**config.mk**
```make
export PLATFORM = sky130hd
export DESIGN_NAME = dither_dac_requant
export DESIGN_NICKNAME = d
export VERILOG_FILES = /design/src/rtl/dither_pkg.sv /design/src/rtl/dither_saw.sv /design/src/rtl/dither_quant.sv /design/src/rtl/dither_dac_requant.sv
export SDC_FILE = /design/constraint.sdc
export NUM_CORES = 1
export LEC_CHECK = 0
export ABC_AREA = 1
export BUFFER_PORTS_ARGS = -buffer_cell sky130_fd_sc_hd__buf_2
export CORE_MARGIN = 1.5
export CORE_UTILIZATION = 30
export CTS_CLUSTER_DIAMETER = 150
export DETAILED_ROUTE_END_ITERATION = 7
export SETUP_SLACK_MARGIN = 0.1
export SLEW_MARGIN = 40
export SYNTH_ARGS = -nofsm -noshare
export SYNTH_HDL_FRONTEND = slang
export SYNTH_SLANG_ARGS = --single-unit
export TNS_END_PERCENT = 20
```
**constraint.sdc**
```tcl
create_clock -name clk -period 3.4 [get_ports clk]
set_clock_uncertainty 0.1 [all_clocks]
set_input_delay 0.51 -clock clk [delete_from_list [all_inputs] [get_ports clk]]
set_output_delay 0.51 -clock clk [all_outputs]
set_load 0.02 [all_outputs]
```
**src/rtl/dither_pkg.sv**
```systemverilog
package dither_pkg;
    // Default geometry shared by the requantizer and its checker
    localparam int DEF_DAC_W  = 8;
    localparam int DEF_FRAC_W = 3;
endpackage

```
**src/rtl/dither_saw.sv**
```systemverilog
module dither_saw #(
    parameter int FRAC_W = dither_pkg::DEF_FRAC_W
) (
    input  logic              clk,
    input  logic              rst,
    input  logic              adv_i,
    output logic [FRAC_W-1:0] phase_o
);
    typedef struct packed {
        logic [FRAC_W-1:0] phase;
    } saw_state_t;

    saw_state_t st_d, st_q;

    always_comb begin
        st_d = st_q;
        if (adv_i) begin
            st_d.phase = st_q.phase + 1'b1;
        end
    end

    always_ff @(posedge clk) begin
        if (rst) begin
            st_q <= '0;
        end else begin
            st_q <= st_d;
        end
    end

    assign phase_o = st_q.phase;
endmodule

```
**src/rtl/dither_quant.sv**
```systemverilog
module dither_quant #(
    parameter int DAC_W  = dither_pkg::DEF_DAC_W,
    parameter int FRAC_W = dither_pkg::DEF_FRAC_W
) (
    input  logic [DAC_W+FRAC_W-1:0] cmd_i,
    input  logic [FRAC_W-1:0]       phase_i,
    output logic [DAC_W-1:0]        code_o
);
    localparam int CMD_W = DAC_W + FRAC_W;
    localparam int PAD_W = CMD_W + 1 - FRAC_W;

    logic [CMD_W:0] sum;
    logic           over;

    always_comb begin
        // Sawtooth sits entirely below the output LSB
        sum    = {1'b0, cmd_i} + {{PAD_W{1'b0}}, phase_i};
        over   = sum[CMD_W];
        code_o = over ? {DAC_W{1'b1}} : sum[CMD_W-1:FRAC_W];
    end
endmodule

```
**src/rtl/dither_dac_requant.sv**
```systemverilog
module dither_dac_requant #(
    parameter int DAC_W  = dither_pkg::DEF_DAC_W,
    parameter int FRAC_W = dither_pkg::DEF_FRAC_W
) (
    input  logic                    clk,
    input  logic                    rst,
    input  logic                    upd_i,
    input  logic [DAC_W+FRAC_W-1:0] cmd_i,
    output logic [DAC_W-1:0]        code_o
);
    typedef struct packed {
        logic [DAC_W-1:0] code;
    } out_state_t;

    logic [FRAC_W-1:0] saw_phase;
    logic [DAC_W-1:0]  quant_code;
    out_state_t        out_d, out_q;

    dither_saw #(.FRAC_W(FRAC_W)) u_saw (
        .clk     (clk),
        .rst     (rst),
        .adv_i   (upd_i),
        .phase_o (saw_phase)
    );

    dither_quant #(.DAC_W(DAC_W), .FRAC_W(FRAC_W)) u_quant (
        .cmd_i   (cmd_i),
        .phase_i (saw_phase),
        .code_o  (quant_code)
    );

    always_comb begin
        out_d = out_q;
        if (upd_i) begin
            out_d.code = quant_code;
        end
    end

    always_ff @(posedge clk) begin
        if (rst) begin
            out_q <= '0;
        end else begin
            out_q <= out_d;
        end
    end

    assign code_o = out_q.code;
endmodule

```
## Yosys cells after proc, flatten, opt, wreduce, memory -nomap -nowiden

Index checks and enable logic that the tools add are counted.

| word-level totals | value |
|---|---|
| register bits | 11 |
| input port bits | 14 |
| output and inout bits | 8 |
| word-level logic and storage cells | 5 |

| cells by class | value |
|---|---|
| add/sub/neg operators | 2 |
| mux-type cells | 1 |

Operator list:

| kind | number |
|---|---|
| $add A11 B3 Y12 | 1 |
| $mux W8 | 1 |
| $add A3 B1 Y3 const B | 1 |

## Logic depth before layout (Yosys ltp)

| depth | value |
|---|---|
| depth in word-level cells | 2 |
| mapped depth | 9 |
| depth with buffers taken out | 9 |

## By module

From an unflattened synthesis, not the netlist that was laid out.

| second synthesis, totals | value |
|---|---|
| cells, all modules | 130 |
| area total of the unflattened synthesis | 804.5 µm² |

By module, submodules not included:

| module | times used | cells each | area each (µm²) | sequential area each (µm²) |
|---|---|---|---|---|
| dither_dac_requant | 1 | 51 | 341.6 | 160.2 |
| dither_quant | 1 | 62 | 337.8 | 0.0 |
| dither_saw | 1 | 17 | 125.1 | 60.1 |

## Worst setup path after synthesis

OpenSTA, ideal clock, no wires.

| timing | value |
|---|---|
| kind | input to register |
| from | in cmd_i[2] |
| to | reg out_q (netlist bit code_o[6]) |
| setup time | 109 ps |
| data arrival time | 1447 ps |
| data required time | 3191 ps |
| path slack | 1744 ps |
| stages on the path | 9 |
| cells stage by stage | ha_1 nor2_1 inv_1 nand2_1 nor2_2 nor2_2 nand3_1 nand2_1 inv_1 |

| on the way | value |
|---|---|
| word-level cells in the longest chain between the ends | 2 |

Ends and longest elaborated chain:

| what | line | RTL |
|---|---|---|
| start, declared | dither_dac_requant.sv:8 | `input logic [DAC_W+FRAC_W-1:0] cmd_i,` |
| $add A11 B3 Y12 | dither_quant.sv:17 | `sum = {1'b0, cmd_i} + {{PAD_W{1'b0}}, phase_i};` |
| $mux W8 | dither_quant.sv:19 | `code_o = over ? {DAC_W{1'b1}} : sum[CMD_W-1:FRAC_W];` |
| end signal, assigned | dither_dac_requant.sv:43 | `out_q <= out_d;` |
| end, declared | dither_dac_requant.sv:17 | `out_state_t out_d, out_q;` |

Every way passes these cells.
A chain may end at the register's enable or synchronous reset.

## Final worst setup path

Same ends and word-level chain as after synthesis.

==> key figures <==
Timing
  – Final Critical Period: 1630 ps
  – Period utilization: 47.94%
  – Max Slew Vio Count: 0
  – Setup_tns: 0 ps
  – FMAX: 613.5 MHz
  – Slew @ Worst Pin: 265.1 ps
  – Final WS setup: 1770 ps
  – Worst slew margin: 82.26%
  – Unrepaired setup endpoints after global routing: no
  – Final setup viols: 0
  – Final hold viol count: 0

Worst setup path
  – Worst reg2reg path startpoint: u_saw.phase_o[2]$_SDFFE_PP0P_
  – Levels on crit path: 10
  – Max stage delay on crit path: 320 ps
  – CP bufs+invs: 3
  – Req. time, crit path: 3470 ps
  – Crit path launch type: primary input
  – CP top delay family: simple AND/OR/NAND/NOR gates
  – Worst-path cell chain: buf_2, ha_1, nor2_1, inv_1, nand2_1, nor2_2, nor2_2, nand3_1, nand2_1, inv_1
  – R2r worst-path depth: 9
  – Worst reg-to-reg setup slack: 1790 ps
  – CP Data Arrival Time: 1700 ps
  – CP startpoint: cmd_i[2]
  – Critical-path cell with the highest stage delay: ha_1
  – Crit path capture: code_o[6]$_SDFFE_PP0P_
  – Largest fanout on the critical path: 5
  – Worst Setup Path Type: primary input to flop
  – Critical R2R Capture: code_o[6]$_SDFFE_PP0P_
  – CP Capture Type: flop

Worst hold path
  – Hold depth: 2
  – Worst hold path class: primary input to flop

Cells and area
  – Most frequent cells in the layout: nand2_1, nor2_1, buf_2, inv_1, dfxtp_1
  – Area Growth Syn to Fin: 21.94%
  – Footprint of the multi-input gates: 439.2 sq um
  – Most common cell after layout, fill and taps aside: nand2_1
  – Reg area: 220.2 sq um
  – Fin util: 39.79%
  – Share of layout cells above drive strength 1: 20.13%
  – Fill count: 281
  – # diodes: 0
  – Nets: 167

CTS
  – CTS tree: done
  – CTS Hold Bufs: 0
  – CTS root buf: clkbuf_4
  – Clock sinks: 11
  – Post-CTS Resized: 0
  – CTS Buf Count: 3
  – Postcts setup bufs: 0
  – Clock Path Buffers: 2
  – H-tree depth: 1
  – Skew-Pair Late Insertion Delay: 270 ps
  – Clk slew on worst S/H paths: 70 ps

Status
  – Status: completed

Logic synthesis
  – Syn nets: 142
  – Mapped Cells: 125
  – Cell variety after synth: 16
  – YS warnings: 0
  – Flop and latch count out of synthesis: 11
  – Sequential area share after synthesis: 29.93%
  – Post-Syn Area: 735.7 sq um
  – Mean Syn Cell Area: 5.886 sq um

Die
  – Die extent in x: 52.52 um
  – Initial Util: 32.63%
  – Ports: 22
  – Die height: 52.52 um
  – CORE AREA: 2255 sq um
  – Die area: 2758 sq um
  – Rows: 17

Power
  – IR drop worst, VDD: 0.0002474 V
  – Pwr Density: 342.9 nW/um^2
  – Cell leakage power: 0.5084 nW

Detailed routing
  – Iter 0 DRT Violations: 3
  – Vias per inst: 4.610
  – Drt drc: 0
  – Final ANT Viol Nets: 0
  – Routed length per instance: 9.876 um
  – Final wirelength: 1748 um
  – Via Count: 816
  – Pre-antenna DRT Iters: 4

Placed design
  – Placer congestion estimate: 0.8492
  – DPL Wire Length: 1480 um
  – PortBufs: 21
  – Post-place setup slack: 1502 ps

Global routing
  – Total GRT Usage: 14.38%
  – Vias in the first global route: 732
  – Initial antenna violation count: 0
  – First-pass GRT wire length: 2918 um
  – Largest net degree at the start of global routing: 15
  – GRT overflow: 0

Run
  – # Max-Cap Violations: 0
synthesized netlist by cell type:
library cell	number	share of area [%]
buf_2	1	0.68
nand3_1	10	6.8
nor2_2	2	1.7
nand2_1	36	18
inv_2	1	0.51
dfxtp_1	11	30
nand2_2	2	1.7
nand4_1	3	2.6
o21ai_0	6	4.1
nand3b_1	1	1.0
inv_1	18	9.2
ha_1	3	5.1
a21oi_1	5	3.4
xnor2_1	1	1.2
nor2_4	1	1.5
nor2_1	24	12
cell families after synthesis:
group / synth area share [%]
flops: 29.93
simple gates: 45.92
xor+xnor: 1.191
compound gates: 7.483
fa+ha+maj: 5.103
buf+inv: 10.37
power breakdown:
part / switching (W) / internal, W
Sequential: 0.00000557 / 0.000138
Combinational: 0.0000471 / 0.0000277
Clock: 0.0000434 / 0.0000454
Total: 0.0000960 / 0.000212
registers in the layout (all words and copies together), names as in the netlist:
| name | flops |
|---|---|
| u_saw.phase_o | 3 |
| code_o | 8 |
cell type report:
type	instances	share of cell area [%]
Inverter	19	7.950
Clock buffer	4	2.929
Multi-Input combinational cell	94	48.95
Sequential cell	11	24.55
Timing Repair Buffer	21	11.72
Tap cell	28	3.905
through the flow:
step | instances | power (W) | cell area (sq um) | hold slack (ps)
4_1_cts | 177 | 0.0003096 | 897.1 | 352.2
3_3_place_gp | 173 | 0.0002213 | 870.8 | 393.7
2_1_floorplan | 125 | 0.0001946 | 735.7 | 378.3
5_1_grt | 177 | 0.0003259 | 897.1 | 362.4
3_5_place_dp | 173 | 0.0002220 | 870.8 | 399.1
6_report | 177 | 0.0003076 | 897.1 | 353.6
worst min-delay path by stage:
stage	from	to	slack [ps]
2_1_floorplan	u_saw.phase_o[2]$_SDFFE_PP0P_	u_saw.phase_o[2]$_SDFFE_PP0P_	380
3_3_place_gp	code_o[2]$_SDFFE_PP0P_	code_o[2]$_SDFFE_PP0P_	390
3_5_place_dp	code_o[2]$_SDFFE_PP0P_	code_o[2]$_SDFFE_PP0P_	400
4_1_cts	rst	u_saw.phase_o[0]$_SDFFE_PP0P_	350
5_1_grt	rst	u_saw.phase_o[0]$_SDFFE_PP0P_	360
6_report	rst	u_saw.phase_o[0]$_SDFFE_PP0P_	350
routing by layer:
| metal | global-route usage (%) | vias to the layer above | routed length, um |
|---|---|---|---|
| met5 | 0 | - | 0 |
| met4 | 2.564 | 0 | 0 |
| met3 | 6.000 | 0 | 105 |
| met2 | 26.25 | 17 | 860 |
| met1 | 15.42 | 363 | 782 |
| li1 | - | 436 | - |
Note: power is estimated with default switching activity, not from simulation.
